[config.mk]
export PLATFORM = sky130hd
export DESIGN_NAME = lane_inv_sweep
export DESIGN_NICKNAME = d
export VERILOG_FILES = /design/src/rtl/lis_pkg.sv /design/src/rtl/lis_ctrl.sv /design/src/rtl/lis_ring.sv /design/src/rtl/lis_mask.sv /design/src/rtl/lane_inv_sweep.sv
export SDC_FILE = /design/constraint.sdc
export NUM_CORES = 1
export LEC_CHECK = 0
export BUFFER_PORTS_ARGS = -buffer_cell sky130_fd_sc_hd__buf_2
export CORE_UTILIZATION = 48
export DETAILED_ROUTE_END_ITERATION = 10
export GPL_ROUTABILITY_DRIVEN = 0
export PLACE_DENSITY = 0.78
export RECOVER_POWER = 100
export SYNTH_ARGS = -nofsm -noshare
export SYNTH_HDL_FRONTEND = slang
export SYNTH_SLANG_ARGS = --single-unit
[constraint.sdc]
create_clock -name clk -period 1.4 [get_ports clk]
set_input_delay 0.28 -clock clk [delete_from_list [all_inputs] [get_ports clk]]
set_output_delay 0.28 -clock clk [all_outputs]
set_load 0.005 [all_outputs]
[src/rtl/lis_pkg.sv]
package lis_pkg;

   typedef struct packed {
      logic full;
      logic map;
      logic auto_en;
   } sweep_cfg_t;

   localparam sweep_cfg_t CFG_RESET = '{full: 1'b0, map: 1'b0, auto_en: 1'b0};

   // source lane for a left rotation by one inside a ring of span n at base b
   function automatic int rot_src(input int lane, input int base, input int span);
      return base + (((lane - base) + span - 1) % span);
   endfunction

endpackage

[src/rtl/lis_ctrl.sv]
module lis_ctrl
   import lis_pkg::*;
(
   input  logic       clk,
   input  logic       rst_n,
   input  logic       we,
   input  sweep_cfg_t wr_cfg,
   output sweep_cfg_t cfg
);

   always_ff @(posedge clk or negedge rst_n) begin
      if (!rst_n)  cfg <= CFG_RESET;
      else if (we) cfg <= wr_cfg;
   end

   p_cfg_hold_r10: assert property (@(posedge clk) disable iff (!rst_n)
      !we |=> $stable(cfg));

   p_cfg_write_r10: assert property (@(posedge clk) disable iff (!rst_n)
      we |=> cfg == $past(wr_cfg));

endmodule

[src/rtl/lis_ring.sv]
module lis_ring
   import lis_pkg::*;
#(
   parameter int              LANES    = 14,
   parameter int              GRP      = 5,
   parameter logic [LANES-1:0] RST_PAT = '0
)(
   input  logic             clk,
   input  logic             rst_n,
   input  logic             load,
   input  logic [LANES-1:0] seed,
   input  logic             adv,
   input  logic             full,
   output logic [LANES-1:0] pat
);

   localparam int NFULL  = LANES / GRP;
   localparam int COVER  = NFULL * GRP;
   localparam bit HAS_TAIL = (COVER < LANES);

   logic [LANES-1:0] nxt_full;
   logic [LANES-1:0] nxt_grp;
   logic [LANES-1:0] nxt;

   for (genvar i = 0; i < LANES; i++) begin : g_lane
      localparam int G    = i / GRP;
      localparam int SRCF = rot_src(i, 0, LANES);
      assign nxt_full[i] = pat[SRCF];
      if (G < NFULL) begin : g_in
         localparam int SRCG = rot_src(i, G * GRP, GRP);
         assign nxt_grp[i] = pat[SRCG];
      end else begin : g_tail
         assign nxt_grp[i] = pat[i];
      end
   end

   always_comb begin
      if (load)     nxt = seed;
      else if (adv) nxt = full ? nxt_full : nxt_grp;
      else          nxt = pat;
   end

   always_ff @(posedge clk or negedge rst_n) begin
      if (!rst_n) pat <= RST_PAT;
      else        pat <= nxt;
   end

   p_load_r2: assert property (@(posedge clk) disable iff (!rst_n)
      load |=> pat == $past(seed));

   p_hold_r8: assert property (@(posedge clk) disable iff (!rst_n)
      (!load && !adv) |=> $stable(pat));

   p_wrap_r4: assert property (@(posedge clk) disable iff (!rst_n)
      (adv && full && !load) |=> pat[0] == $past(pat[LANES-1]));

   p_ones_r7: assert property (@(posedge clk) disable iff (!rst_n)
      !load |=> $countones(pat) == $countones($past(pat)));

   p_gwrap_r7: assert property (@(posedge clk) disable iff (!rst_n)
      (adv && !full && !load) |=> pat[0] == $past(pat[GRP-1]));

   if (HAS_TAIL) begin : g_tail_chk
      p_tail_r7: assert property (@(posedge clk) disable iff (!rst_n)
         (adv && !full && !load) |=> pat[LANES-1:COVER] == $past(pat[LANES-1:COVER]));
   end

endmodule

[src/rtl/lis_mask.sv]
module lis_mask
   import lis_pkg::*;
#(
   parameter int LANES = 14,
   parameter int GRP   = 5
)(
   input  logic             clk,
   input  logic             rst_n,
   input  logic [LANES-1:0] pat,
   input  logic             full,
   input  logic             map,
   output logic [LANES-1:0] mask
);

   logic [GRP-1:0] ref_grp;

   assign ref_grp = map ? pat[2*GRP-1:GRP] : pat[GRP-1:0];

   for (genvar i = 0; i < LANES; i++) begin : g_lane
      localparam int RB = i % GRP;
      assign mask[i] = full ? pat[i] : ref_grp[RB];
      if (i >= GRP) begin : g_rep
         p_rep_r5: assert property (@(posedge clk) disable iff (!rst_n)
            !full |-> mask[i] == mask[RB]);
      end
   end

   p_sel_r6: assert property (@(posedge clk) disable iff (!rst_n)
      (!full && map) |-> mask[GRP-1:0] == pat[2*GRP-1:GRP]);

   p_top_r11: assert property (@(posedge clk) disable iff (!rst_n)
      !full |-> mask[LANES-1] == mask[(LANES-1) % GRP]);

endmodule

[src/rtl/lane_inv_sweep.sv]
module lane_inv_sweep
   import lis_pkg::*;
#(
   parameter int LANES = 14,
   parameter int GRP   = 5
)(
   input  logic             clk,
   input  logic             rst_n,
   input  logic             cfg_we,
   input  logic             cfg_full,
   input  logic             cfg_map,
   input  logic             cfg_auto,
   input  logic             seed_we,
   input  logic [LANES-1:0] seed_val,
   input  logic             step,
   output logic [LANES-1:0] inv_mask
);

   if (GRP < 2) begin : g_bad_grp
      $error("lane_inv_sweep: GRP must be at least 2");
   end
   if (LANES < 2 * GRP) begin : g_bad_lanes
      $error("lane_inv_sweep: LANES must hold two full groups");
   end

   sweep_cfg_t       wr_cfg;
   sweep_cfg_t       cfg;
   logic [LANES-1:0] pat;
   logic             adv;

   assign wr_cfg = '{full: cfg_full, map: cfg_map, auto_en: cfg_auto};
   assign adv    = cfg.auto_en & step;

   lis_ctrl u_ctrl (
      .clk    (clk),
      .rst_n  (rst_n),
      .we     (cfg_we),
      .wr_cfg (wr_cfg),
      .cfg    (cfg)
   );

   lis_ring #(.LANES(LANES), .GRP(GRP)) u_ring (
      .clk   (clk),
      .rst_n (rst_n),
      .load  (seed_we),
      .seed  (seed_val),
      .adv   (adv),
      .full  (cfg.full),
      .pat   (pat)
   );

   lis_mask #(.LANES(LANES), .GRP(GRP)) u_mask (
      .clk   (clk),
      .rst_n (rst_n),
      .pat   (pat),
      .full  (cfg.full),
      .map   (cfg.map),
      .mask  (inv_mask)
   );

   p_noauto_r8: assert property (@(posedge clk) disable iff (!rst_n)
      (!cfg.auto_en && !seed_we && !cfg_we) |=> $stable(inv_mask));

   p_prio_r3: assert property (@(posedge clk) disable iff (!rst_n)
      (seed_we && step) |=> pat == $past(seed_val));

endmodule

; After elaboration in Yosys (flattened, before gate mapping)
; Cells that the tools add are included.
[op_classes]
mux = 18
n_reduce_logical = 3
n_bitwise = 1
[op_table]
columns = operator, count
row1 = $mux 14, 3
row2 = $mux 1, 14
row3 = $mux 5, 1
row4 = $reduce_bool 2->1, 2
row5 = $reduce_and 2->1, 1
row6 = $and 1x1->1, 1
[word_totals]
out_inout_bits = 14
register_bits = 17
word_cells = 27
in_bits = 22

; Depth between registers and ports, before layout
[logic_depth]
word_depth = 3
ltp_mapped = 4
ltp_nobuf = 3

; Cells and area by module
; Synthesis repeated with hierarchy kept, for this count alone.
[unflattened]
cells_unflattened = 98
hier_area_um2 = 1067.3
[by_module_without_submodules]
columns = module, n_inst, cells_per_inst, area_each_um2
row1 = lis_ring, 1, 65, 720.7
row2 = lis_mask, 1, 26, 231.5
row3 = lis_ctrl, 1, 6, 108.9
row4 = lane_inv_sweep, 1, 1, 6.3

; Worst setup path before layout
; OpenSTA, ideal clock, no wires.
[synth_path]
kind = register to output
startpoint = reg u_ctrl.cfg[1] (netlist name)
endpoint = out inv_mask[5]
path_stages_with_launch = 4
required_ps = 1120
t_arrival_ps = 995
path_slack_ps = 125
path_cell_list = dfrtp_1 > buf_2 > nor2_4 > mux2_2
[synth_between]
elab_chain_len = 2
[synth_lines]
columns = item, line
row1 = $mux 5, lis_mask.sv:17  ; assign ref_grp = map ? pat[2*GRP-1:GRP] : pat[GRP-1:0];
row2 = $mux 1, lis_mask.sv:21  ; assign mask[i] = full ? pat[i] : ref_grp[RB];
row3 = "end, declared", lane_inv_sweep.sv:16  ; output logic [LANES-1:0] inv_mask
; Every way passes these cells.

; Worst setup path in the final report
[layout_path]
startpoint = reg u_ctrl.cfg[1] (netlist name)
endpoint = out inv_mask[5]
[layout_between]
elab_chain_len = 2
[layout_lines]
columns = item, line
row1 = $mux 5, lis_mask.sv:17
row2 = $mux 1, lis_mask.sv:21
; Every way passes these cells.

==> summary.md <==
| Metric | Value |
|---|---|
| Status | `complete, but fails checks` |
| Violated checks | `setup timing` |
| Total of max-cap violations | `0` |
| Critical Path AT | `1.37 ns` |
| Setup WS post-layout | `-0.254 ns` |
| Critical path, cell by cell | `nor2_4 -> mux2_2 -> buf_2` |
| Area of the multi-input gates | `549 µm²` |
| CP Capture Type | `output port` |
| Minimum clock period | `1.65 ns` |
| Die area | `0.00227 mm²` |
| Post-synth top area share | `0.426` |
| RSZ-0062 raised after global routing | `yes` |
| Gr ovfl total | `0` |
| CTS Root Cell | `clkbuf_4` |
| Worst EP required | `1.12 ns` |
| Clock-pin slew on the worst setup and hold paths | `0.10 ns` |
| Synth Area in Adders | `0` |
| Post-synthesis cell type count | `16` |
| Clock Skew | `0.000423 ns` |
| Worst hold path type | `in2reg` |
| IO buf count | `35` |
| Crit Path Max Fanout | `5` |
| Synthesis-to-finish area growth | `24.4%` |
| Slew @ Worst Pin | `0.435 ns` |
| Drt first-iter violations | `9` |
| Fin. Hold Viols | `0` |
| H-tree depth | `1` |
| Reg2reg start | `u_ctrl.cfg[2]` |
| Drt wl/cell | `13.7 µm` |
| Leak | `0.000644 µW` |
| Final period utilization | `1.18` |
| Area leader, netlist | `dfrtp_1` |
| Met3 wire length | `94 µm` |
| Drt pass-1 iters | `4` |
| Post-Syn Area | `1000 µm²` |
| Worst-Skew Late Latency | `0.28 ns` |
| CTS Buffer Depth | `2` |
| Yosys warns | `0` |
| DP Area | `0.00121 mm²` |
| Final setup fails | `14` |
| FF-to-FF setup slack | `0.11 ns` |
| Pins over their slew limit | `0` |
| Setup TNS | `-3.11 ns` |
| Worst-case reg-to-reg path depth | `4` |
| Seq cells post-synth | `17` |
| Layout Nets | `161` |
| Ports | `36` |
| Largest net degree at the start of global routing | `29` |
| Metal-1 WL | `1.05 mm` |
| Cell count after synthesis | `100` |
| Critical Path Source Type | `flop` |
| P per Cell Area | `999 mW/mm²` |
| Peak per-stage delay on the critical path | `0.46 ns` |
| GRT Total Usage | `0.225` |
| Row count | `16` |
| Avg Inst Size Synth | `10.0 µm²` |
| Top Layer Used | `met4` |
| Fmax | `0.604 GHz` |
| Via count | `848` |
| Synth area leaders | `dfrtp_1 (43%), mux2_2 (17%), mux2i_1 (14%)` |
| Fin Hold WS | `0.198 ns` |
| Register area | `427 µm²` |
| Min-delay src | `seed_val[5]` |
| RR Endpoint | `u_ring.pat[5]` |
| Vias per cell | `5.14` |
| Final ANT Viol Nets | `0` |
| Final instance area | `0.00124 mm²` |
| FILL cells | `199` |
| Dpl ws | `0.0259 ns` |
| WL final | `2.26 mm` |
| Initial antenna violation count | `0` |
| CTS tree | `yes` |
| Die Width | `47.6 µm` |
| Register area share after synthesis | `0.426` |
| Compound-gate portion of the synthesized area | `0.110` |
| Wire length on met2 | `1.10 mm` |
| Remaining DRCs | `0` |
| Slew HR | `0.710` |
| Most frequent cells in the layout | `buf_2 (34), nand2_1 (18), dfrtp_1 (16), mux2_2 (15), mux2i_1 (14)` |
| Post-synthesis mux area share | `0.309` |
| Initial core utilization | `0.510` |
| CP max stage cell | `dfrtp_2` |
| Final Power | `1240 µW` |
| Core Box Area | `0.00196 mm²` |
| Hold Path Depth | `3` |
| Largest family of logic cells by synthesized area | `multiplexers` |
| Global-route wire length before repair | `3.53 mm` |
| Detailed Place HPWL | `1.71 mm` |
| Area share of and/or/nand/nor cells after synthesis | `0.130` |
| Fraction of layout cells with a size suffix above 1 | `0.435` |
| Hold endpoint | `u_ring.pat[5]` |
| Commonest non-fill, non-tap cell in the layout | `buf_2` |
| Post-synth net total | `122` |
| Clk sinks | `17` |
| Vias in the first global route | `762` |
| Max rail drop VDD | `0.638 mV` |
| Synth Area in XOR/XNOR | `0` |
| Die Ht | `47.6 µm` |
| Clock buffer count from CTS | `3` |
| # diodes | `0` |
| WS Path Type | `reg2out` |
cells in the mapped netlist (all sizes together):
| master | number |
|---|---|
| a21oi | 8 |
| and3 | 1 |
| buf | 3 |
| clkbuf | 2 |
| dfrtp | 17 |
| mux2 | 15 |
| mux2i | 14 |
| nand2 | 19 |
| nand2b | 1 |
| nand3 | 1 |
| nor2 | 1 |
| nor2b | 4 |
| o21ai | 14 |
power breakdown:
part | leakage, µW | internal (µW) | switching (µW)
Sequential | 0.000201 | 545 | 69.6
Combinational | 0.000428 | 204 | 164
Clock | 0.0000150 | 110 | 150
layout make-up:
cell class,count,share of cell area
clock buffer,4,0.0211
multi-input combinational,78,0.442
sequential,17,0.343
tap,27,0.0272
timing repair buffer,39,0.167
routing by layer:
metal,vias up,track usage
met3,2,0.0566
met5,-,0
met4,0,0.0778
li1,427,-
met2,24,0.364
met1,395,0.294
state kept, by name, indices dropped and copies added (netlist names):
signal and count:
u_ring.pat 14, u_ctrl.cfg 3
stage by stage:
| stage | cells | util |
|---|---|---|
| 3_3_place_gp | 160 | 0.615 |
| 6_report | 165 | 0.634 |
| 2_1_floorplan | 100 | - |
| 4_1_cts | 165 | 0.634 |
| 5_1_grt | 165 | 0.634 |
| 3_5_place_dp | 160 | 0.615 |
worst max-delay path, delay by kind of cell (launching register included):
family | cells | cell delay [ns]
AND/OR/NAND/NOR | 1 | 0.16
multiplexers | 1 | 0.35
flip-flops | 1 | 0.46
buffers and inverters | 1 | 0.12
worst max-delay path by stage:
stage                  start           end  slack (ns)  cells past startpoint
2_1_floorplan  u_ctrl.cfg[1]   inv_mask[5]        0.13                      3
3_3_place_gp   u_ctrl.cfg[1]   inv_mask[9]        0.05                      3
3_5_place_dp   u_ctrl.cfg[1]  inv_mask[13]        0.03                      4
4_1_cts        u_ctrl.cfg[1]   inv_mask[7]       -0.27                      3
5_1_grt        u_ctrl.cfg[1]   inv_mask[5]       -0.34                      3
6_report       u_ctrl.cfg[1]   inv_mask[5]       -0.25                      3
logic make-up (layout without fill, tap and decap cells):
| logic type | Yosys count | after routing |
|---|---|---|
| buffers and inverters | 5 | 43 |
| multiplexers | 29 | 29 |
| AND/OR/NAND/NOR | 27 | 27 |
| flip-flops | 17 | 17 |
| AO/OA/AOI/OAI | 22 | 22 |
timing repair:
action,4_1_cts,5_1_grt
endpoints found under the setup margin,14,14
endpoints found under the hold margin,17,0
hold buffers,1,0
buffers inserted,0,0
gates resized for setup,5,0
No activity file was read; power rests on OpenSTA's default activity.
